--- config.mk ---
export PLATFORM = sky130hd
export DESIGN_NAME = winwdog_top
export DESIGN_NICKNAME = d
export VERILOG_FILES = /design/src/rtl/winwdog_pkg.sv /design/src/rtl/winwdog_limits.sv /design/src/rtl/winwdog_prescale.sv /design/src/rtl/winwdog_winsel.sv /design/src/rtl/winwdog_top.sv
export SDC_FILE = /design/constraint.sdc
export NUM_CORES = 1
export LEC_CHECK = 0
export BUFFER_PORTS_ARGS = -buffer_cell sky130_fd_sc_hd__buf_2
export CAP_MARGIN = 20
export CORE_ASPECT_RATIO = 1.1
export CORE_UTILIZATION = 55
export CTS_CLUSTER_SIZE = 28
export DETAILED_ROUTE_END_ITERATION = 6
export GPL_TIMING_DRIVEN = 0
export MAX_ROUTING_LAYER = met4
export PLACE_DENSITY = 0.82
export SLEW_MARGIN = 5
export SYNTH_ARGS = -nofsm -noshare
export SYNTH_HDL_FRONTEND = slang
export SYNTH_HIERARCHICAL = 1
export SYNTH_SLANG_ARGS = --single-unit
--- constraint.sdc ---
create_clock -name clk -period 15.44 [get_ports clk]
set_clock_uncertainty 0.1 [all_clocks]
set_input_delay 3.088 -clock clk [delete_from_list [all_inputs] [get_ports clk]]
set_output_delay 3.088 -clock clk [all_outputs]
set_load 0.02 [all_outputs]
--- src/rtl/winwdog_pkg.sv ---
package winwdog_pkg;

  typedef enum logic [1:0] {WD_IDLE, WD_SYNC, WD_RUN, WD_HALT} wd_state_e;

  // Power-of-two exponent of the period for each period code.
  function automatic int unsigned per_shift(input logic [2:0] code);
    case (code)
      3'd0: return 25;
      3'd1: return 21;
      3'd2: return 18;
      3'd3: return 15;
      3'd4: return 12;
      3'd5: return 10;
      3'd6: return 8;
      default: return 6;
    endcase
  endfunction

endpackage

--- src/rtl/winwdog_limits.sv ---
module winwdog_limits
  import winwdog_pkg::*;
#(
  parameter int CNT_W  = 25,
  parameter int CODE_W = 3
) (
  input  logic [CODE_W-1:0] per_i,
  input  logic [CODE_W-1:0] win_i,
  output logic [CNT_W-1:0]  last_o,
  output logic [CNT_W:0]    thr_o
);
  logic [CNT_W:0] p;
  logic [CNT_W:0] pm1;

  always_comb begin
    p      = {{CNT_W{1'b0}}, 1'b1} << per_shift(per_i[2:0]);
    pm1    = p - 1'b1;
    last_o = pm1[CNT_W-1:0];
    // closed fraction built only from shifts of the period
    case (win_i[2:0])
      3'd0: thr_o = '0;
      3'd1: thr_o = p >> 3;
      3'd2: thr_o = (p >> 3) + (p >> 4);
      3'd3: thr_o = p >> 2;
      3'd4: thr_o = p >> 1;
      3'd5: thr_o = (p >> 1) + (p >> 2);
      3'd6: thr_o = (p >> 1) + (p >> 2) + (p >> 4);
      default: thr_o = p - (p >> 3);
    endcase
  end
endmodule

--- src/rtl/winwdog_prescale.sv ---
module winwdog_prescale #(
  parameter int DIV_W = 3
) (
  input  logic             clk,
  input  logic             rst,
  input  logic             run_i,
  input  logic             tick_i,
  input  logic [DIV_W-1:0] div_i,
  output logic             step_o
);
  logic [DIV_W-1:0] pre_q;
  logic             wrap;

  assign wrap   = (pre_q >= div_i);
  assign step_o = run_i && tick_i && wrap;

  always_ff @(posedge clk) begin
    if (rst || !run_i) pre_q <= '0;
    else if (tick_i)   pre_q <= wrap ? '0 : pre_q + 1'b1;
  end
endmodule

--- src/rtl/winwdog_winsel.sv ---
module winwdog_winsel #(
  parameter int LOCK_TICKS = 4
) (
  input  logic clk,
  input  logic rst,
  input  logic arm_i,
  input  logic tick_i,
  input  logic sel_i,
  output logic sel_o
);
  localparam int LOCK_W = $clog2(LOCK_TICKS + 1);
  logic [LOCK_W-1:0] lock_q;

  always_ff @(posedge clk) begin
    if (rst) begin
      lock_q <= '0;
      sel_o  <= 1'b0;
    end else begin
      if (arm_i)                       lock_q <= LOCK_W'(LOCK_TICKS);
      else if (tick_i && lock_q != '0) lock_q <= lock_q - 1'b1;
      if (!arm_i && lock_q == '0)      sel_o  <= sel_i;
    end
  end


  lock_hold_chk: assert property (@(posedge clk) disable iff (rst)
    (lock_q != '0) |=> $stable(sel_o));
endmodule

--- src/rtl/winwdog_top.sv ---
module winwdog_top
  import winwdog_pkg::*;
#(
  parameter int CNT_W      = 25,
  parameter int DIV_W      = 3,
  parameter int CODE_W     = 3,
  parameter int LOCK_TICKS = 4,
  localparam int CFG_W     = DIV_W + 3 * CODE_W
) (
  input  logic             clk,
  input  logic             rst,
  input  logic             tick_i,
  input  logic [CFG_W-1:0] cfg_i,
  input  logic             win_sel_i,
  input  logic             en_i,
  input  logic             restart_i,
  output logic             viol_o,
  output logic [CNT_W-1:0] count_o
);
  wd_state_e          state_q;
  logic [CNT_W-1:0]   cnt_q;
  logic               viol_q;
  logic [DIV_W-1:0]   div;
  logic [CODE_W-1:0]  per, win0, win1, win_code;
  logic [CNT_W-1:0]   last;
  logic [CNT_W:0]     thr;
  logic               sel_eff, step, early, live, rst_bad, rst_ok, arm, run;

  assign div      = cfg_i[DIV_W-1:0];
  assign per      = cfg_i[DIV_W +: CODE_W];
  assign win0     = cfg_i[DIV_W+CODE_W +: CODE_W];
  assign win1     = cfg_i[DIV_W+2*CODE_W +: CODE_W];
  assign win_code = sel_eff ? win1 : win0;

  assign early   = ({1'b0, cnt_q} < thr);
  assign live    = (state_q == WD_SYNC) || (state_q == WD_RUN);
  assign rst_bad = en_i && live && restart_i && early;
  assign rst_ok  = en_i && live && restart_i && !early;
  assign arm     = (en_i && state_q == WD_IDLE) || rst_ok;
  assign run     = en_i && (state_q == WD_RUN);

  winwdog_limits #(.CNT_W(CNT_W), .CODE_W(CODE_W)) u_lim (
    .per_i(per), .win_i(win_code), .last_o(last), .thr_o(thr));

  winwdog_prescale #(.DIV_W(DIV_W)) u_pre (
    .clk(clk), .rst(rst), .run_i(run), .tick_i(tick_i), .div_i(div), .step_o(step));

  winwdog_winsel #(.LOCK_TICKS(LOCK_TICKS)) u_sel (
    .clk(clk), .rst(rst), .arm_i(arm), .tick_i(tick_i), .sel_i(win_sel_i), .sel_o(sel_eff));

  always_ff @(posedge clk) begin
    if (rst) begin
      state_q <= WD_IDLE;
      cnt_q   <= '0;
      viol_q  <= 1'b0;
    end else begin
      viol_q <= 1'b0;
      if (!en_i) begin
        state_q <= WD_IDLE;
        cnt_q   <= '0;
      end else begin
        case (state_q)
          WD_IDLE: state_q <= WD_SYNC;
          WD_SYNC: begin
            if (rst_bad) begin
              viol_q  <= 1'b1;
              state_q <= WD_HALT;
            end else if (!restart_i && tick_i) begin
              state_q <= WD_RUN;
            end
          end
          WD_RUN: begin
            if (rst_bad) begin
              viol_q  <= 1'b1;
              state_q <= WD_HALT;
            end else if (rst_ok) begin
              state_q <= WD_SYNC;
              cnt_q   <= '0;
            end else if (step) begin
              if (cnt_q >= last) begin
                viol_q  <= 1'b1;
                state_q <= WD_HALT;
              end else begin
                cnt_q <= cnt_q + 1'b1;
              end
            end
          end
          default: state_q <= WD_HALT;
        endcase
      end
    end
  end

  assign viol_o  = viol_q;
  assign count_o = cnt_q;


  idle_zero_chk: assert property (@(posedge clk) disable iff (rst)
    !en_i |=> (cnt_q == '0 && !viol_q));

  step_size_chk: assert property (@(posedge clk) disable iff (rst)
    (state_q == WD_RUN && en_i && !restart_i) |=>
      (cnt_q == $past(cnt_q) || cnt_q == $past(cnt_q) + 1'b1));

  early_viol_chk: assert property (@(posedge clk) disable iff (rst)
    (state_q == WD_RUN && en_i && restart_i && early) |=> viol_q);

  halt_freeze_chk: assert property (@(posedge clk) disable iff (rst)
    (state_q == WD_HALT && en_i) |=> ($stable(cnt_q) && !viol_q));

  viol_pulse_chk: assert property (@(posedge clk) disable iff (rst)
    viol_q |=> !viol_q);
endmodule

==> qor.yml <==
numCtsBuffers: 5
maxSlewHeadroom_pct: 48.04
timing.final.crit_share_pct: 57.49
cp-start-kind: "input port"
gp_congestion: 1.060
synth_edf_count: 0
outcome: "finished clean"
rsz0062_at_grt: "no"
cts-root-buf: "clkbuf_16"
grt_start_max_net_pins: 14
syn_to_final_growth_pct: 12.16
drive_gt1_share_pct: 9.079
crit_type: "in -> reg"
grt_usage_pct: 35.46
critPathCaptureType: "register"
ioPinCount: 44
cp_max_fo: 10
drt_iter0_markers: 858
dp_cells: 1745
ys_seq_area_share_pct: 7.175
drt-total-wl_um: 31150
powerDensity_mw_per_mm2: 53.29
insertion_delay_ps: 300
cts_tree: "done"
coreArea_mm2: 0.01720
yosys_register_bits: 35
drc: 0
grt_pass1_wl_um: 49400
design.die.area_mm2: 0.01829
cts_resized: 0
cap_violations: 0
postCtsSetupBuffers: 0
period_needed_ps: 8877
antenna_found_initial: 0
dp_hpwl_um: 25450
fp-row-count: 50
cts_max_level: 2
final_util_pct: 63.67
postSynthAreaPerCell_um2: 7.354
worstPathArrival_ps: 8970
fin_setup_tns_ps: 0
multi_input_area_mm2: 0.008833
insertedDiodeCount: 0
start_util_pct: 56.76
fillerInstances: 1599
synth_cells: 1328
io_buffer_count: 43
path_clk_slew_ps: 60
p_leak_nw: 5.311
peakVddDrop_uv: 58.87
synth_ff_type: "dfxtp_1"
hp-class: "reg -> reg"
fmaxAchievable_mhz: 112.6
layoutNonFillerInstCount: 1754
holdBufCountCts: 0
grt_overflow: 0
antenna_left: 0
ctsLongestPathBuffers: 2
crit_required_ps: 15530
num_vias: 10494
finalSetupViolCount: 0
die_x_um: 129.1
grt_pass1_vias: 9828
dieHeight_um: 141.8
finalMaxSlewViolations: 0
yosys_warnings: 6
vias_per_cell: 5.983
tightest_slew_ps: 776.6
regArea_um2: 700.7
synth_area_mm2: 0.009766
drt-pass1-iter-count: 5
yosysUniqueCellTypes: 107
async_reset_ff_share_pct: 0
wl_per_cell_um: 17.76
cts_sinks: 35
layout.nets: 1710
finalHoldViolations: 0
synthesized netlist by cell type, types with 8 or more instances:
cell type	n	share of area [%]
a31oi_1	22	1.4
nor2b_1	14	0.90
a21oi_1	105	5.4
nand3_1	45	2.3
buf_4	10	0.77
o21ai_0	79	4.0
a211o_1	8	0.72
buf_6	8	0.92
o31ai_1	12	0.92
o21a_1	14	1.1
nand2b_1	19	1.2
nor4_1	8	0.51
ha_1	169	22
a21o_1	37	2.8
dfxtp_1	35	7.2
a22oi_1	18	1.4
nor3_1	31	1.6
o21ai_1	8	0.41
o211ai_1	16	1.2
nor2_1	81	3.1
and3_1	16	1.0
o22ai_1	9	0.58
a211oi_1	10	0.77
nand4_1	17	1.1
clkbuf_1	28	1.1
xnor2_1	53	4.8
nand2_1	113	4.3
and2_1	13	0.83
xor2_1	33	3.0
a221oi_1	8	0.72
inv_1	106	4.1
where the power goes:
part           total, mW  switching, mW  internal [mW]
combinational      0.384          0.231          0.153
sequential        0.0933        0.00155         0.0917
clock              0.106         0.0457         0.0604
total              0.584          0.278          0.305
path summary, 6_finish.rpt:
| check | startpoint | end | slack, ps | depth (start not counted) |
|---|---|---|---|---|
| max | cfg_i[5] | u_sel/sel_o$_SDFFE_PP0P_ | 6560 | 28 |
| min | u_pre/pre_q[1]$_SDFFE_PP0P_ | u_pre/pre_q[1]$_SDFFE_PP0P_ | 390 | 2 |
| max reg2reg | u_sel/sel_o$_SDFFE_PP0P_ | u_sel/sel_o$_SDFFE_PP0P_ | 9920 | 19 |
| min reg2reg | u_pre/pre_q[1]$_SDFFE_PP0P_ | u_pre/pre_q[1]$_SDFFE_PP0P_ | 390 | 2 |
layout by cell type (no fill, tap or decap), types with 9 or more instances in the layout:
| cell | n |
|---|---|
| buf_2 | 50 |
| nor2b_1 | 14 |
| o21a_1 | 14 |
| and3_1 | 16 |
| a211oi_1 | 10 |
| inv_1 | 106 |
| dfxtp_1 | 35 |
| nor2_1 | 81 |
| buf_4 | 10 |
| o22ai_1 | 9 |
| clkbuf_1 | 28 |
| nor3_1 | 31 |
| o31ai_1 | 12 |
| a21oi_1 | 105 |
| and2_1 | 13 |
| a31oi_1 | 22 |
| nand3_1 | 45 |
| a21o_1 | 37 |
| nand4_1 | 17 |
| o21ai_0 | 79 |
| a22oi_1 | 18 |
| nand2b_1 | 19 |
| xor2_1 | 33 |
| ha_1 | 169 |
| xnor2_1 | 53 |
| conb_1 | 142 |
| nand2_1 | 113 |
| o211ai_1 | 16 |
layout make-up:
cell class / instances / share of cell area, %
buffer: 57 / 3.278
clock buffer: 5 / 1.142
clock inverter: 3 / 0.2170
inverter: 106 / 3.633
multi-input combinational: 1270 / 80.65
sequential: 35 / 6.397
tap: 234 / 2.673
timing repair buffer: 44 / 2.011
layer usage:
metal / vias to the layer above / wire [µm] / GRT usage, %
met2: 449 / 14910 / 62.11
li1: 5113 / - / -
met1: 4814 / 12650 / 40.55
met4: 0 / 1698 / 18.02
met5: - / 0 / -
met3: 118 / 1878 / 2.413
stage by stage:
stage | setup slack, ps | area, µm² | hold slack, ps | power, mW
after floorplan | 7600 | 10290 | 364.4 | 0.3842
after global placement | 5776 | 10800 | 382.4 | 0.4412
after detailed placement | 5646 | 10800 | 389.3 | 0.4459
after CTS | 5929 | 10950 | 399.4 | 0.5514
after global routing | 6188 | 10950 | 418.9 | 0.6270
final | 6563 | 10950 | 393.0 | 0.5837
critical path: stages:
cell and delay, ps:
buf_2 150, nor3b_1 320, buf_2 280, inv_1 200, ha_1 390, buf_4 180
xnor2_1 160, ha_1 220, nand4_1 140, nor4_1 580, nor2_1 200, xnor2_1 200
nand2_1 70, o21ai_0 90, o221ai_1 140, a22oi_1 250, inv_1 70, ha_1 290
nand4_1 120, nor4_2 60, nor3b_1 160, a211oi_1 460, a21o_1 240, buf_2 270
nand2_1 190, nor2b_1 190, mux2i_1 210, nor2_1 50
logic make-up after synthesis:
group	synth area share, %
compound gates	30.35
simple gates	23.05
fa+ha+maj	22.47
buf+inv	7.751
xor+xnor	7.713
flops	7.175
mux	1.409
other cells	0.07690
flip-flops by register name, indices dropped and copies added (netlist names):
register,count
viol_o,1
state_q,2
u_sel/lock_q,3
u_pre/pre_q,3
count_o,25
u_sel/sel_o,1
Power figures use the tool's default switching activity.
